$ cat src/rtl/clkctl_pkg.sv
package clkctl_pkg;
    // Field positions; the read-back layout depends on them
    localparam int SLOW_BIT = 0;
    localparam int FAST_BIT = 1;
    localparam int PDN_BIT  = 2;
    localparam int AUX_BASE = 3;
endpackage

$ cat src/rtl/clkctl_next.sv
// clkctl_next: combinational next-value logic for the control word.
// Applies the write data field by field and drops the fast-select clear
// or the power-down set when an interlock forbids it.
// Assumes cur never holds the PLL-selected-and-off combination.
module clkctl_next
    import clkctl_pkg::*;
#(
    parameter int REG_W = 8,
    parameter int N_AUX = 2
) (
    input  logic [REG_W-1:0] cur,
    input  logic [REG_W-1:0] wd,
    input  logic             pll_stable,
    output logic [REG_W-1:0] nxt
);
    localparam int WR_BITS = AUX_BASE + N_AUX;
    localparam logic [REG_W-1:0] WMASK = REG_W'((1 << WR_BITS) - 1);

    // Merge the write, then veto the unsafe field changes
    always_comb begin
        nxt = wd & WMASK;
        if (!wd[FAST_BIT] && cur[FAST_BIT] && (cur[PDN_BIT] || !pll_stable))
            nxt[FAST_BIT] = 1'b1;
        if (wd[PDN_BIT] && !cur[PDN_BIT] && !nxt[FAST_BIT])
            nxt[PDN_BIT] = 1'b0;
    end
endmodule

$ cat src/rtl/clkctl_state.sv
// clkctl_state: storage of the writable fields with synchronous
// active-low reset. Assumes nxt is already interlock-checked.
module clkctl_state
    import clkctl_pkg::*;
#(
    parameter int REG_W = 8
) (
    input  logic             clk,
    input  logic             rst_n,
    input  logic             wr_en,
    input  logic [REG_W-1:0] nxt,
    output logic [REG_W-1:0] q
);
    localparam logic [REG_W-1:0] RST_VAL =
        REG_W'((1 << FAST_BIT) | (1 << PDN_BIT));

    // Load on write, return to the safe default on reset
    always_ff @(posedge clk) begin
        if (!rst_n)     q <= RST_VAL;
        else if (wr_en) q <= nxt;
    end

    // PLL never selected while powered down
    assert_no_pll_off_in_use_R10: assert property (@(posedge clk) disable iff (!rst_n)
        !(!q[FAST_BIT] && q[PDN_BIT]));

    // idle cycles leave the register untouched
    assert_hold_without_write_R9: assert property (@(posedge clk) disable iff (!rst_n)
        ($past(rst_n) && !$past(wr_en)) |-> $stable(q));
endmodule

$ cat src/rtl/clk_ctrl_interlock.sv
// clk_ctrl_interlock: byte-wide clock-selection register with interlocks.
// Read data is the stored word with the live power-on flag merged in.
// Assumes a single clock domain for bus, pll_stable and por_flag.
module clk_ctrl_interlock
    import clkctl_pkg::*;
#(
    parameter int REG_W = 8,
    parameter int N_AUX = 2
) (
    input  logic             clk,
    input  logic             rst_n,
    input  logic             wr_en,
    input  logic [REG_W-1:0] wr_data,
    input  logic             pll_stable,
    input  logic             por_flag,
    output logic [REG_W-1:0] rd_data,
    output logic             slow_src_osc,
    output logic             sys_src_main,
    output logic             pll_off,
    output logic [N_AUX-1:0] aux_en
);
    localparam int POR_BIT = AUX_BASE + N_AUX;

    logic [REG_W-1:0] cur;
    logic [REG_W-1:0] nxt;

    clkctl_next #(.REG_W(REG_W), .N_AUX(N_AUX)) u_next (
        .cur(cur), .wd(wr_data), .pll_stable(pll_stable), .nxt(nxt)
    );

    clkctl_state #(.REG_W(REG_W)) u_state (
        .clk(clk), .rst_n(rst_n), .wr_en(wr_en), .nxt(nxt), .q(cur)
    );

    // Read-back: stored fields plus the live status flag
    always_comb begin
        rd_data = cur;
        rd_data[POR_BIT] = por_flag;
    end

    // Fixed selects and power-down decoded from their field positions
    assign slow_src_osc = cur[SLOW_BIT];
    assign sys_src_main = cur[FAST_BIT];
    assign pll_off      = cur[PDN_BIT];

    // One enable per auxiliary clock
    for (genvar i = 0; i < N_AUX; i++) begin : g_aux
        assign aux_en[i] = cur[AUX_BASE + i];
    end

    // a switch to the PLL needs it powered up and settled
    assert_pll_switch_safe_R6: assert property (@(posedge clk) disable iff (!rst_n)
        $fell(sys_src_main) |-> ($past(pll_stable) && !$past(pll_off) && $past(wr_en)));

    // power-down appears only with the main clock selected
    assert_pdn_needs_main_R7: assert property (@(posedge clk) disable iff (!rst_n)
        $rose(pll_off) |-> (sys_src_main && $past(wr_en)));

    // first auxiliary enable follows the written bit
    assert_aux_follows_write_R3: assert property (@(posedge clk) disable iff (!rst_n)
        wr_en |=> (aux_en[0] == $past(wr_data[AUX_BASE])));
endmodule

$ cat config.mk
export PLATFORM = sky130hd
export DESIGN_NAME = clk_ctrl_interlock
export DESIGN_NICKNAME = d
export VERILOG_FILES = /design/src/rtl/clkctl_pkg.sv /design/src/rtl/clkctl_next.sv /design/src/rtl/clkctl_state.sv /design/src/rtl/clk_ctrl_interlock.sv
export SDC_FILE = /design/constraint.sdc
export NUM_CORES = 1
export LEC_CHECK = 0
export BUFFER_PORTS_ARGS = -buffer_cell sky130_fd_sc_hd__clkbuf_2
export CORE_AREA = 2 2 39 41
export DETAILED_ROUTE_END_ITERATION = 10
export DIE_AREA = 0 0 41 43
export SYNTH_ARGS = -nofsm -noshare
export SYNTH_HDL_FRONTEND = slang
export SYNTH_SLANG_ARGS = --single-unit
$ cat constraint.sdc
create_clock -name clk -period 1.02 [get_ports clk]
set_input_delay 0.051 -clock clk [delete_from_list [all_inputs] [get_ports clk]]
set_output_delay 0.051 -clock clk [all_outputs]
set_load 0.01 [all_outputs]
==> results of run 1 <==
worst paths after layout:
kind / slack, ns / depth (start not counted) / endpoint
max: 0.20 / 1 / rd_data[2]
min: 0.04 / 2 / u_state.q[1]
max reg2reg: 0.24 / 3 / u_state.q[2]
min reg2reg: 0.51 / 2 / u_state.q[1]
worst register-to-register path: stages (launching register included):
cell and delay, ns:
dfxtp_1 0.32, nor2b_1 0.13, nor3_1 0.13, o21ai_1 0.09
per-stage QoR:
| step | instance area, um^2 | cells |
|---|---|---|
| floorplan | 274 | 30 |
| finish | 339 | 59 |
| detailed placement | 313 | 55 |
| global route | 339 | 59 |
| CTS | 339 | 59 |
| global placement | 313 | 55 |
cell families after synthesis:
family / synth area share [%]
AND/OR/NAND/NOR: 18.5
buffers and inverters: 26.4
flip-flops: 37.0
multiplexers: 14.8
AO/OA/AOI/OAI: 1.85
other: 1.39
layout make-up:
class / instances / share of cell area (%)
repair buffers: 18 / 26.6
multi-input cells: 16 / 30.3
flip-flops and latches: 5 / 29.5
well taps: 16 / 5.90
clock buffers: 4 / 7.75
per-layer routing:
| layer | global-route usage (%) | wire (um) | vias to the layer above |
|---|---|---|---|
| met5 | 0 | 0 | - |
| met1 | 8.63 | 219 | 96 |
| met2 | 7.50 | 225 | 9 |
| met3 | 4.71 | 54 | 0 |
| met4 | 6.00 | 0 | 0 |
| li1 | - | - | 110 |
layout by cell type, fill, tap and decap left out:
cell type and n:
clkbuf_2 18, dfxtp_1 5, nor2b_1 4, mux2i_1 4, clkbuf_4 3, nand2_1 2
conb_1 2, nor3_1 1, o21ai_1 1, nand3b_1 1, nand3_1 1, clkbuf_1 1
power by group through the flow:
stage	logic, W	registers [W]	clock network (W)
global route	0.0000870	0.000218	0.000253
detailed placement	0.0000799	0.000220	0
finish	0.0000786	0.000216	0.000221
global placement	0.0000789	0.000219	0
floorplan	0.0000615	0.000224	0
CTS	0.0000803	0.000216	0.000234
==> impl_results.rst, run 1 <==
.. list-table::
   :header-rows: 1

   * - Metric
     - Value
   * - Die Ht
     - ~43 um
   * - Number of hold-repair buffers added at the cts stage
     - 0
   * - Count of flip-flops with a built-in enable after synthesis
     - 0
   * - Largest area contributor in the synthesized netlist
     - dfxtp_1
   * - Status
     - finished, final reports clean
   * - Num ports
     - 26
   * - Average size of a mapped cell
     - 9.32 um^2
   * - Classification of the worst-slack hold path
     - in -> reg
   * - Number of clock sinks seen by CTS
     - 5
   * - Net Sw Power
     - 0.000122 W
   * - Worst endpoint required time
     - between 0.9 and 1 ns
   * - GR Overflow Total
     - 0
   * - Worst stage delay on the critical path
     - ~0.38 ns
   * - End-of-flow core utilization
     - about a quarter
   * - Cell count after synthesis
     - 29
   * - Final Slew Violations
     - 0
   * - Clock buffer count from CTS
     - 3
   * - Number of antenna violations at the first check in global routing
     - 0
   * - Hold Startpoint
     - rst_n
   * - Setup repair after global routing missed its margin
     - false
   * - Maximum vdd drop
     - 0.000406 V
   * - Vias per inst
     - about 3.6
   * - Via count
     - ~220
   * - Internal portion of total power
     - about 0.0004 W
   * - Number of buffers inserted by port buffering
     - 18
   * - Tcrit/Tclk final
     - 80.1%
   * - Storage element area
     - roughly 100 um^2
   * - Clock share of power
     - between 40% and 50%
   * - Setup ws final
     - about 0.20 ns
   * - Area of the multi-input gates
     - around 100 um^2
   * - Buffer depth of the longest clock path
     - 2
   * - Die Wd
     - just over 40 um
   * - Kind of end point of the critical path
     - primary output
   * - Switching Fraction
     - 23.7%
   * - Register ranked first by flip-flop count
     - u_state.q
   * - Number of different library cells in the post-synthesis netlist
     - 11
   * - Fill count
     - between 150 and 200
   * - Summed instance area of the synthesized netlist
     - between 200 and 300 um^2
   * - Leading register cell type out of synthesis
     - dfxtp_1
   * - Max FO, Critical Path
     - 5
   * - Clock network latency to the later pin of the worst-skew pair
     - around 0.23 ns
   * - # resized after CTS
     - 0
   * - Yosys warning count
     - 0
   * - Seq/Total Area, Yosys
     - a little under two fifths
   * - Sum of routed wire length over all layers
     - 499 um
   * - Relative contribution of sequential cells to total power
     - between 40% and 50%
   * - Proportion of register bits with asynchronous set or reset after synthesis
     - 0%
   * - Start-to-end type of the worst setup path
     - reg -> out
   * - Setup slack after placement
     - about 0.24 ns
   * - Commonest cells post-synth
     - 8 x buf_4, 5 x dfxtp_1, 4 x mux2i_1, 4 x nor2b_1, 2 x nand2_1
   * - Clock skew
     - 0.0000564 ns
   * - Initial core utilization
     - between 10% and 20%
   * - Top-count cell post-synth
     - buf_4
   * - Setup-failing EPs final
     - 0
   * - Critical-path top delay cell
     - dfxtp_1
   * - Diode insertion count for antenna repair
     - 0
   * - CTS root buffer
     - clkbuf_4
   * - Worst Hold Margin
     - roughly 0.043 ns
   * - Wirelength per Cell
     - 8.46 um
   * - Cells along the critical path
     - clkbuf_2
   * - Buffer and inverter count on the worst path
     - 1
   * - DRT antenna net count
     - 0
   * - Arrival time of data at the critical path endpoint
     - between 0.7 and 0.8 ns
   * - Post-CTS Setup Inserts
     - 0
   * - Flop and latch count out of synthesis
     - 5
   * - Critical register-to-register path startpoint
     - u_state.q[1]
   * - P per Cell Area
     - 1520 nW/um^2
   * - Gate family responsible for the most delay along the worst path
     - flip-flops
   * - Final Critical Period
     - around 0.82 ns
   * - First-pass iteration count of the detailed router
     - 1
   * - CORE AREA
     - 1380 um^2
   * - Global placer's final weighted congestion
     - 0.701
   * - Registers with the most flip-flops
     - u_state.q: 5 flops
   * - Die outline area
     - roughly 1800 um^2
   * - Aggregate global-route resource usage
     - 6.91%
   * - Maximum number of pins on one net before global-route repair
     - 7
   * - Hold Vio Cnt, Final
     - 0
   * - First-iteration detailed-routing DRC count
     - 0
   * - Fraction of final layout cells with drive strength greater than 1
     - roughly half
   * - H-tree level count
     - 1
   * - Max-cap violation count
     - 0
   * - Area contributors post-synth
     - dfxtp_1 37%, buf_4 22%, mux2i_1 15%, nor2b_1 9.3%, buf_6 4.2%
   * - Startpoint kind of the worst setup timing path
     - register
   * - Overall power
     - about 0.00052 W
   * - # rows
     - 14
   * - Wire length of the first global-routing pass
     - 745 um
   * - Leak Pwr
     - ~0.18 nW
   * - Fraction of post-synthesis cell area in the top cell type by area
     - 37.0%
   * - CTS clock-pin slew for the worst setup and hold paths
     - about 0.04 ns
   * - Number of global-route vias before repair
     - around 190
   * - Setup TNS
     - 0 ns
   * - Start point of the critical path
     - u_state.q[2]
   * - Maximum frequency from static timing analysis
     - 1.22 GHz
   * - # nets final
     - 57
   * - Max reg flops
     - 5
   * - Area grow syn2layout
     - 25.5%
   * - TritonCTS clock tree
     - built
   * - Part of the total power dissipated in combinational logic
     - between 15 and 20%
   * - Post-detailed-route DRC marker count
     - 0
(Power assumes the default switching activity.)
==> inputs of run 2 (changes only) <==
clock period = 0.8 ns   (was 1.02 ns; I/O delays follow)
==> run 2 against run 1 <==
  * Sequential power increased by 27%
  * First-iteration DRC count did not move
  * Core utilization rose by 0.45 points
  * Largest cell class is now flip-flops and latches
  * Cell count stayed put
  * Sequential cell count stayed put
  * Largest power group unchanged
  * Critical path type is now reg -> reg
  * Critical path depth increased by 2
  * Sequential share of layout area increased by 1.3 points
==> impl_results.rst, run 2 (synthesis results as in run 1) <==
.. list-table::
   :header-rows: 1

   * - Metric
     - Value
   * - Clock buffer count from CTS
     - 3 (unchanged)
   * - Max FO, Critical Path
     - 4 (-1)
   * - Fill count
     - 163 (-1.8%)
   * - Die Wd
     - 41 um (unchanged)
   * - Cell Count Post-Placement
     - 56 (+1.8%)
   * - Leak Pwr
     - 0.181 nW (about the same)
   * - Initial core utilization
     - 19.5% (unchanged)
   * - Setup slack after placement
     - 0.0384 ns (-0.206 ns)
   * - GR Overflow Total
     - 0 (unchanged)
   * - Maximum frequency from static timing analysis
     - between 1 and 1.5 GHz
   * - Wire length of the first global-routing pass
     - 779 um (+4.6%)
   * - CORE AREA
     - 1380 um^2 (unchanged)
   * - Setup-failing EPs final
     - 0 (unchanged)
   * - Number of clock sinks seen by CTS
     - 5 (unchanged)
   * - Hold Vio Cnt, Final
     - 0 (unchanged)
   * - First-iteration detailed-routing DRC count
     - 0 (unchanged)
   * - R2r worst-path depth
     - 3 (unchanged)
   * - Setup ws final
     - 0.0300 ns (-0.173 ns)
   * - Diode insertion count for antenna repair
     - 0 (unchanged)
   * - Kind of end point of the critical path
     - register
   * - TritonCTS clock tree
     - built
   * - CTS root buffer
     - clkbuf_4
   * - Number of antenna violations at the first check in global routing
     - 0 (unchanged)
   * - Cells on Worst Hold Path
     - 2 (unchanged)
   * - Global placer's final weighted congestion
     - 0.702 (+0.26%)
   * - Setup repair after global routing missed its margin
     - true
   * - Clock skew
     - 0.00000608 ns (-0.0000503 ns)
   * - Filler-free cell count of the finished design
     - 59 (unchanged)
   * - Arrival time of data at the critical path endpoint
     - 0.90 ns (+0.13 ns)
   * - Most frequent cells in the layout
     - 18 x clkbuf_2, 4 x nor2b_1, 4 x mux2i_1
   * - Worst endpoint required time
     - 0.93 ns (-0.04 ns)
   * - Commonest non-fill, non-tap cell in the layout
     - clkbuf_2
   * - # rows
     - 14 (unchanged)
   * - Number of global-route vias before repair
     - 209 (+11%)
   * - Wirelength per Cell
     - 8.98 um (+6.2%)
   * - Clock network latency to the later pin of the worst-skew pair
     - 0.24 ns (about the same)
   * - Number of buffers inserted by port buffering
     - 18 (unchanged)
   * - Maximum number of pins on one net before global-route repair
     - 7 (unchanged)
   * - Sum of routed wire length over all layers
     - 530 um (+6.2%)
   * - Classification of the worst-slack hold path
     - in -> reg
   * - Maximum vdd drop
     - 0.000521 V (+28%)
   * - DRT antenna net count
     - 0 (unchanged)
   * - Register ranked first by flip-flop count
     - u_state.q
   * - First-pass iteration count of the detailed router
     - 1 (unchanged)
   * - Registers with the most flip-flops
     - u_state.q: 5 flops
   * - Setup TNS
     - 0 ns (unchanged)
   * - Buffer depth of the longest clock path
     - 2 (unchanged)
   * - Start-to-end type of the worst setup path
     - reg -> reg
   * - Critical register-to-register path startpoint
     - u_state.q[1]
   * - Post-detailed-route DRC marker count
     - 0 (unchanged)
   * - Tcrit/Tclk final
     - a little over nine tenths
   * - H-tree level count
     - 1 (unchanged)
   * - Startpoint kind of the worst setup timing path
     - register
   * - Via count
     - 217 (+0.93%)
   * - End-of-flow core utilization
     - 25.0% (+0.45 points)
   * - P per Cell Area
     - 1920 nW/um^2 (+26%)
   * - Final Critical Period
     - between 0.7 and 0.8 ns
   * - Vias per inst
     - 3.68 (+0.93%)
   * - # nets final
     - 57 (unchanged)
   * - CTS clock-pin slew for the worst setup and hold paths
     - 0.05 ns (about the same)
   * - Final HPWL from detailed placement
     - between 400 and 500 um
   * - Fraction of final layout cells with drive strength greater than 1
     - 55.8% (+7.0 points)
   * - Status
     - finished, final reports clean
   * - Min-Delay Endpoint
     - u_state.q[1]
   * - Aggregate global-route resource usage
     - 6.83% (-0.087 points)
   * - Hold Startpoint
     - rst_n
   * - Max reg flops
     - 5 (unchanged)
   * - R2R Path End
     - u_state.q[2]
   * - Worst reg-to-reg setup slack
     - 0.03 ns (-0.21 ns)
   * - Die outline area
     - 1760 um^2 (unchanged)
   * - Final Slew Violations
     - 0 (unchanged)
   * - Die Ht
     - 43 um (unchanged)
   * - Max-cap violation count
     - 0 (unchanged)
   * - Area grow syn2layout
     - 27.8%
   * - Num ports
     - 26 (unchanged)
-- run 2: changes by cell type in the layout (fill, tap and decap cells not counted) --
cell     before  now
dfxtp_2       0    2
dfxtp_4       0    1
dfxtp_1       5    2
-- run 2: layout make-up --
class / instances / area (um^2) / share of cell area (%)
tap: 16 / 20.0 / 5.80
multi-input combinational: 16 / 103 / 29.7
clock buffer: 4 / 26.3 / 7.61
timing repair buffer: 18 / 90.1 / 26.1
sequential: 5 / 106 / 30.8
-- run 2: per-stage QoR --
| stage | hold WS [ns] | area, um^2 | total power (W) |
|---|---|---|---|
| final | 0.0207 | 345 | 0.000664 |
| after global routing | 0.0300 | 345 | 0.000706 |
| after CTS | 0.0251 | 342 | 0.000684 |
| after detailed placement | 0.0801 | 320 | 0.000384 |
| after global placement | 0.0801 | 320 | 0.000382 |
| after floorplan | 0.112 | 274 | 0.000364 |
-- run 2: report_power, final --
part	leakage, nW	switching [W]	internal (W)
Sequential	0.0412	0.0000110	0.000264
Clock	0.0150	0.000100	0.000188
Combinational	0.125	0.0000503	0.0000498
-- run 2: critical path: stages (launching register included) --
cell     delay (ns)
dfxtp_2        0.33
nor2b_1        0.12
nor3_1         0.13
o21ai_1        0.08
-- run 2: timing repair --
action | in CTS | in global routing
pin swaps | 0 | 1
setup endpoints to repair | 4 | 6
buffers inserted | 0 | 0
gates resized for setup | 2 | 2
hold buffers | 0 | 0
-- run 2: worst max-delay path by stage --
stage	from	cells after the start	end
6_report	u_state.q[1]	3	u_state.q[2]
3_3_place_gp	u_state.q[2]	3	u_state.q[1]
2_1_floorplan	u_state.q[1]	3	u_state.q[2]
4_1_cts	u_state.q[2]	1	rd_data[2]
5_1_grt	u_state.q[1]	3	u_state.q[2]
3_5_place_dp	u_state.q[2]	3	u_state.q[1]
-- run 2: layer usage --
layer / track usage [%] / share of wire, % / vias up
li1: - / - / 111
met4: 6.00 / 0 / 0
met5: 0 / 0 / -
met1: 8.68 / 45 / 97
met2: 8.13 / 47 / 9
met3: 3.14 / 8.3 / 0
